--- src/rtl/alu8_pkg.sv ---
package alu8_pkg;
  typedef enum logic [3:0] {
    OP_NOP, OP_ADD, OP_ADC, OP_SUB, OP_CP,
    OP_ANDI, OP_ORI, OP_LDI, OP_INC, OP_ASR
  } op_e;

  localparam int FL_H = 5;
  localparam int FL_S = 4;
  localparam int FL_V = 3;
  localparam int FL_N = 2;
  localparam int FL_Z = 1;
  localparam int FL_C = 0;
endpackage

--- src/rtl/alu8_decode.sv ---
module alu8_decode
  import alu8_pkg::*;
#(
  parameter int IW = 16,
  parameter int RW = 5,
  parameter int DW = 8
) (
  input  logic [IW-1:0] ins,
  output op_e           op,
  output logic [RW-1:0] dst,
  output logic [RW-1:0] src,
  output logic [DW-1:0] imm
);
  always_comb begin
    op  = OP_NOP;
    dst = ins[8:4];
    src = {ins[9], ins[3:0]};
    imm = {ins[11:8], ins[3:0]};
    casez (ins)
      16'b0000_11??_????_????: op = OP_ADD;
      16'b0001_11??_????_????: op = OP_ADC;
      16'b0001_10??_????_????: op = OP_SUB;
      16'b0001_01??_????_????: op = OP_CP;
      16'b0111_????_????_????: op = OP_ANDI;
      16'b0110_????_????_????: op = OP_ORI;
      16'b1110_????_????_????: op = OP_LDI;
      16'b1001_010?_????_0011: op = OP_INC;
      16'b1001_010?_????_0101: op = OP_ASR;
      default:                 op = OP_NOP;
    endcase
    if (op == OP_ANDI || op == OP_ORI || op == OP_LDI)
      dst = {1'b1, ins[7:4]};
  end
endmodule

--- src/rtl/alu8_addsub.sv ---
module alu8_addsub #(
  parameter int DW = 8
) (
  input  logic [DW-1:0] a,
  input  logic [DW-1:0] b,
  input  logic          cin,
  input  logic          sub,
  output logic [DW-1:0] r,
  output logic          c,
  output logic          h,
  output logic          v
);
  logic [DW-1:0] be;
  logic          ci;
  logic [DW:0]   full;
  logic [4:0]    low;

  assign be   = sub ? ~b : b;
  assign ci   = sub ? 1'b1 : cin;
  assign full = {1'b0, a} + {1'b0, be} + {{DW{1'b0}}, ci};
  assign low  = {1'b0, a[3:0]} + {1'b0, be[3:0]} + {4'b0000, ci};
  assign r    = full[DW-1:0];
  assign c    = full[DW] ^ sub;
  assign h    = low[4] ^ sub;
  assign v    = (a[DW-1] == be[DW-1]) && (r[DW-1] != a[DW-1]);
endmodule

--- src/rtl/alu8_logic.sv ---
module alu8_logic
  import alu8_pkg::*;
#(
  parameter int DW = 8
) (
  input  op_e           op,
  input  logic [DW-1:0] a,
  input  logic [DW-1:0] b,
  output logic [DW-1:0] r,
  output logic          c
);
  always_comb begin
    c = a[0];
    case (op)
      OP_ANDI: r = a & b;
      OP_ORI:  r = a | b;
      OP_ASR:  r = {a[DW-1], a[DW-1:1]};
      default: r = b;
    endcase
  end
endmodule

--- src/rtl/alu8_exec.sv ---
module alu8_exec
  import alu8_pkg::*;
#(
  parameter int IW = 16,
  parameter int DW = 8,
  parameter int RW = 5,
  parameter int FW = 6
) (
  input  logic          clk,
  input  logic          rst,
  input  logic [IW-1:0] instr,
  input  logic [DW-1:0] rd_val,
  input  logic [DW-1:0] rr_val,
  input  logic [FW-1:0] sreg_in,
  output logic [RW-1:0] dst_sel,
  output logic [RW-1:0] src_sel,
  output logic [DW-1:0] result,
  output logic          wr_en,
  output logic [RW-1:0] wr_addr,
  output logic [FW-1:0] sreg_out
);
  op_e           op;
  logic [DW-1:0] imm, opb, add_b;
  logic [DW-1:0] as_r, lg_r, n_res;
  logic          as_c, as_h, as_v, lg_c, add_ci, add_sub;
  logic          n_we;
  logic [FW-1:0] n_fl;

  alu8_decode #(.IW(IW), .RW(RW), .DW(DW)) u_dec (
    .ins(instr), .op(op), .dst(dst_sel), .src(src_sel), .imm(imm)
  );

  assign opb     = (op == OP_ANDI || op == OP_ORI || op == OP_LDI) ? imm : rr_val;
  assign add_b   = (op == OP_INC) ? '0 : rr_val;
  assign add_ci  = (op == OP_INC) ? 1'b1 : ((op == OP_ADC) ? sreg_in[FL_C] : 1'b0);
  assign add_sub = (op == OP_SUB) || (op == OP_CP);

  alu8_addsub #(.DW(DW)) u_as (
    .a(rd_val), .b(add_b), .cin(add_ci), .sub(add_sub),
    .r(as_r), .c(as_c), .h(as_h), .v(as_v)
  );

  alu8_logic #(.DW(DW)) u_lg (
    .op(op), .a(rd_val), .b(opb), .r(lg_r), .c(lg_c)
  );

  always_comb begin
    n_res = '0;
    n_we  = 1'b0;
    n_fl  = sreg_in;
    case (op)
      OP_ADD, OP_ADC, OP_SUB, OP_CP, OP_INC: begin
        n_res      = as_r;
        n_we       = (op != OP_CP);
        n_fl[FL_V] = as_v;
        if (op != OP_INC) begin
          n_fl[FL_C] = as_c;
          n_fl[FL_H] = as_h;
        end
      end
      OP_ANDI, OP_ORI: begin
        n_res      = lg_r;
        n_we       = 1'b1;
        n_fl[FL_V] = 1'b0;
      end
      OP_ASR: begin
        n_res      = lg_r;
        n_we       = 1'b1;
        n_fl[FL_C] = lg_c;
        n_fl[FL_V] = lg_r[DW-1] ^ lg_c;
      end
      OP_LDI: begin
        n_res = lg_r;
        n_we  = 1'b1;
      end
      default: ;
    endcase
    if (op != OP_NOP && op != OP_LDI) begin
      n_fl[FL_N] = n_res[DW-1];
      n_fl[FL_Z] = (n_res == '0);
      n_fl[FL_S] = n_res[DW-1] ^ n_fl[FL_V];
    end
  end

  always_ff @(posedge clk) begin
    if (rst) begin
      result   <= '0;
      wr_en    <= 1'b0;
      wr_addr  <= '0;
      sreg_out <= '0;
    end else begin
      result   <= n_res;
      wr_en    <= n_we;
      wr_addr  <= dst_sel;
      sreg_out <= n_fl;
    end
  end
endmodule

--- config.mk ---
export PLATFORM = sky130hd
export DESIGN_NAME = alu8_exec
export DESIGN_NICKNAME = d
export VERILOG_FILES = /design/src/rtl/alu8_pkg.sv /design/src/rtl/alu8_decode.sv /design/src/rtl/alu8_addsub.sv /design/src/rtl/alu8_logic.sv /design/src/rtl/alu8_exec.sv
export SDC_FILE = /design/constraint.sdc
export NUM_CORES = 1
export LEC_CHECK = 0
export BUFFER_PORTS_ARGS = -buffer_cell sky130_fd_sc_hd__buf_2
export CORE_MARGIN = 2
export CORE_UTILIZATION = 35
export DETAILED_ROUTE_END_ITERATION = 10
export HOLD_SLACK_MARGIN = 0.06
export PLACE_DENSITY = 0.61
export SETUP_SLACK_MARGIN = 0.4
export SYNTH_ARGS = -nofsm -noshare
export SYNTH_HDL_FRONTEND = slang
export SYNTH_SLANG_ARGS = --single-unit
--- constraint.sdc ---
create_clock -name clk -period 6.13 [get_ports clk]
set_clock_uncertainty 0.2 [all_clocks]
set_input_delay 0.613 -clock clk [delete_from_list [all_inputs] [get_ports clk]]
set_output_delay 0.613 -clock clk [all_outputs]
set_load 0.005 [all_outputs]
==> run metrics <==
Critical Path AT=approximately 4.2 ns; post-synthesis register bit count=20; pwr dens=181 nW/um2; Syn Inst Count=220; DRC Markers=0; cell mode on critical path=fa_1; number of global-route vias before repair=1,618; starting density of the core=0.356; IO Port Bufs=69; Inst Count DP=between 300 and 400; Max Slew Vio Count=0; CORE AREA=5040 um2; io pins=70; antenna diode count=0; synth top area cells=dfxtp_1, nor2b_1, ha_1, xnor2_1, maj3_1; Die X=75.6 um; Tmin final=approximately 4.2 ns; type of origin of the critical path=primary input; drt pass-1 iters=4; max_slew headroom=0.646; Leak=0.969 nW; WL per Instance=13.4 um; CP endpoint kind=flip-flop; Max-Cap Viols=0; antenna violations before repair=0; die height=75.6 um; Final HPWL DP=3860 um; Synth cell types=55; synthesized area per cell=8.16 um2; Final #Nets=326; Fill cells=529; Critical Path RT=6.11 ns; Total GRT Usage=0.171; Vias/cell=roughly 5.2; Top FF cell, synth=dfxtp_1; Initial DRC Count=67; sequential share of the synthesized area=0.223; post-synth top area cell=dfxtp_1; largest net degree at the start of global routing=22; number of synthesized flops with an enable pin=0; Hold Buf Count CTS=0; CP max stage delay=0.51 ns; Layout area overhead=22.1%; commonest non-fill, non-tap cells in the layout=buf_2, dfxtp_1, nand2_1; CP max-delay cell=or4b_1; row cnt=26; CTS H-tree depth=1; share of cells above drive strength 1=0.312; final setup fails=0; mapped cell area=1790 um2; CP max FO=13; final wirelength=around 4600 um; via count=roughly 1,800; setup_tns=0 ns; worst setup path class=primary input to flip-flop; Worst Max-Slew Pin Slew=0.532 ns; Placer Congestion=0.885; Synthesized Nets=269; Cell Chain, Critical Path=buf_2 -> and4bb_2 -> nand4_2 -> a21o_1 -> nand2_1 -> xnor2_1 -> fa_1 -> fa_1 -> a211oi_1 -> nor2_1 -> o221ai_1 -> a31oi_1 -> or4b_1 -> o21ai_1; Async SR Flop Fraction=0; clk root buf=clkbuf_8; RSZ-0062 raised after global routing=false; CTS buffer count=3; fin crit share=0.681; fin cells=346; outcome=complete, no violations; clk buf depth=2; Setup Fix Bufs, Post-CTS=0; Fin. Hold Viols=0; total gr overflow=0; HP Class=primary input to flip-flop; Peak Freq=between 200 and 250 MHz; commonest non-fill, non-tap cell in the layout=buf_2; antenna-violating nets left=0; DIE AREA=5720 um2; Ys Warns=0; Worst-path clk slew=0.07 ns; CTS tree=built; Sink Count=20; first-pass GRT wire length=7600 um; VDD IR max=0.0996 mV; Synth top area share=0.223; Resized cells post-CTS=0
stage by stage:
stage / worst slack (ns) / hold slack, ns / area (um2) / power, mW / utilization
after CTS: 1.93 / 0.384 / 2190 / 0.401 / 0.434
after global placement: 1.78 / 0.640 / 2120 / 0.276 / 0.420
after floorplan: 2.05 / 0.541 / 1790 / 0.233 / -
final: 1.95 / 0.388 / 2190 / 0.397 / 0.434
after global routing: 1.69 / 0.383 / 2190 / 0.427 / 0.434
after detailed placement: 1.69 / 0.644 / 2120 / 0.276 / 0.420
final timing paths:
check	from	end	depth (start not counted)	slack (ns)
setup / recovery	instr[15]	sreg_out[1]	14	1.95
hold / removal	instr[4]	wr_addr[0]	2	0.39
power by group:
part | switching, mW | total (mW) | internal, mW
Clock | 0.0367 | 0.124 | 0.0869
Sequential | 0.00175 | 0.140 | 0.138
Combinational | 0.0723 | 0.133 | 0.0610
Total | 0.111 | 0.397 | 0.286
Yosys cell counts (2+ instances only):
cell and n:
o21ai_1 4, or3_1 6, maj3_1 7, and2_1 4, xor2_1 4, o21ai_0 7, nand3_1 3, o21a_1 4
a21o_1 4, nor2b_1 17, a211oi_1 8, a21oi_1 12, a22oi_1 9, nor2_1 14, buf_2 2, ha_1 7
nand2_1 18, fa_1 2, nor4_1 2, inv_2 2, nand4_1 3, xnor2_1 10, a211o_1 2, nor3b_1 2
clkbuf_1 5, dfxtp_1 20, buf_4 9, a32oi_1 3, inv_1 2, nor3_1 3
critical path, delay by kind of cell:
family / cells / cell delay [ns]
and+or+nand+nor: 5 / 1.28
xor gates and xnor gates: 1 / 0.09
adders and majority gates: 2 / 0.90
buffers and inverters: 1 / 0.22
AOI/OAI and AO/OA: 5 / 1.08
final cells by class:
cell class | instances | area [um2] | area share
Timing Repair Buffer | 69 | 345 | 0.158
Sequential cell | 20 | 400 | 0.183
Clock inverter | 1 | 30.0 | 0.0137
Clock buffer | 3 | 41.3 | 0.0188
Inverter | 4 | 15.0 | 0.00685
Multi-Input combinational cell | 179 | 1270 | 0.580
Tap cell | 70 | 87.6 | 0.0400
registers in the layout, summed over array words and instances, names as in the netlist:
signal    cells
result        8
sreg_out      6
wr_addr       5
wr_en         1
kinds of logic (layout without fill, tap and decap cells):
family	count (synthesis)	after routing	synth area share
and+or+nand+nor	83	83	0.263
AOI/OAI and AO/OA	65	65	0.261
buffers and inverters	21	77	0.0683
DFF	20	20	0.223
adders and majority gates	17	17	0.116
xor gates and xnor gates	14	14	0.0683
per-layer routing:
| metal | global-route usage | part of all wire | up-vias |
|---|---|---|---|
| li1 | - | - | 920 |
| met1 | 0.247 | 0.50 | 800 |
| met2 | 0.271 | 0.41 | 78 |
| met3 | 0.0185 | 0.067 | 6 |
| met4 | 0.0468 | 0.016 | 0 |
| met5 | 0 | 0 | - |
(Power assumes the default switching activity.)
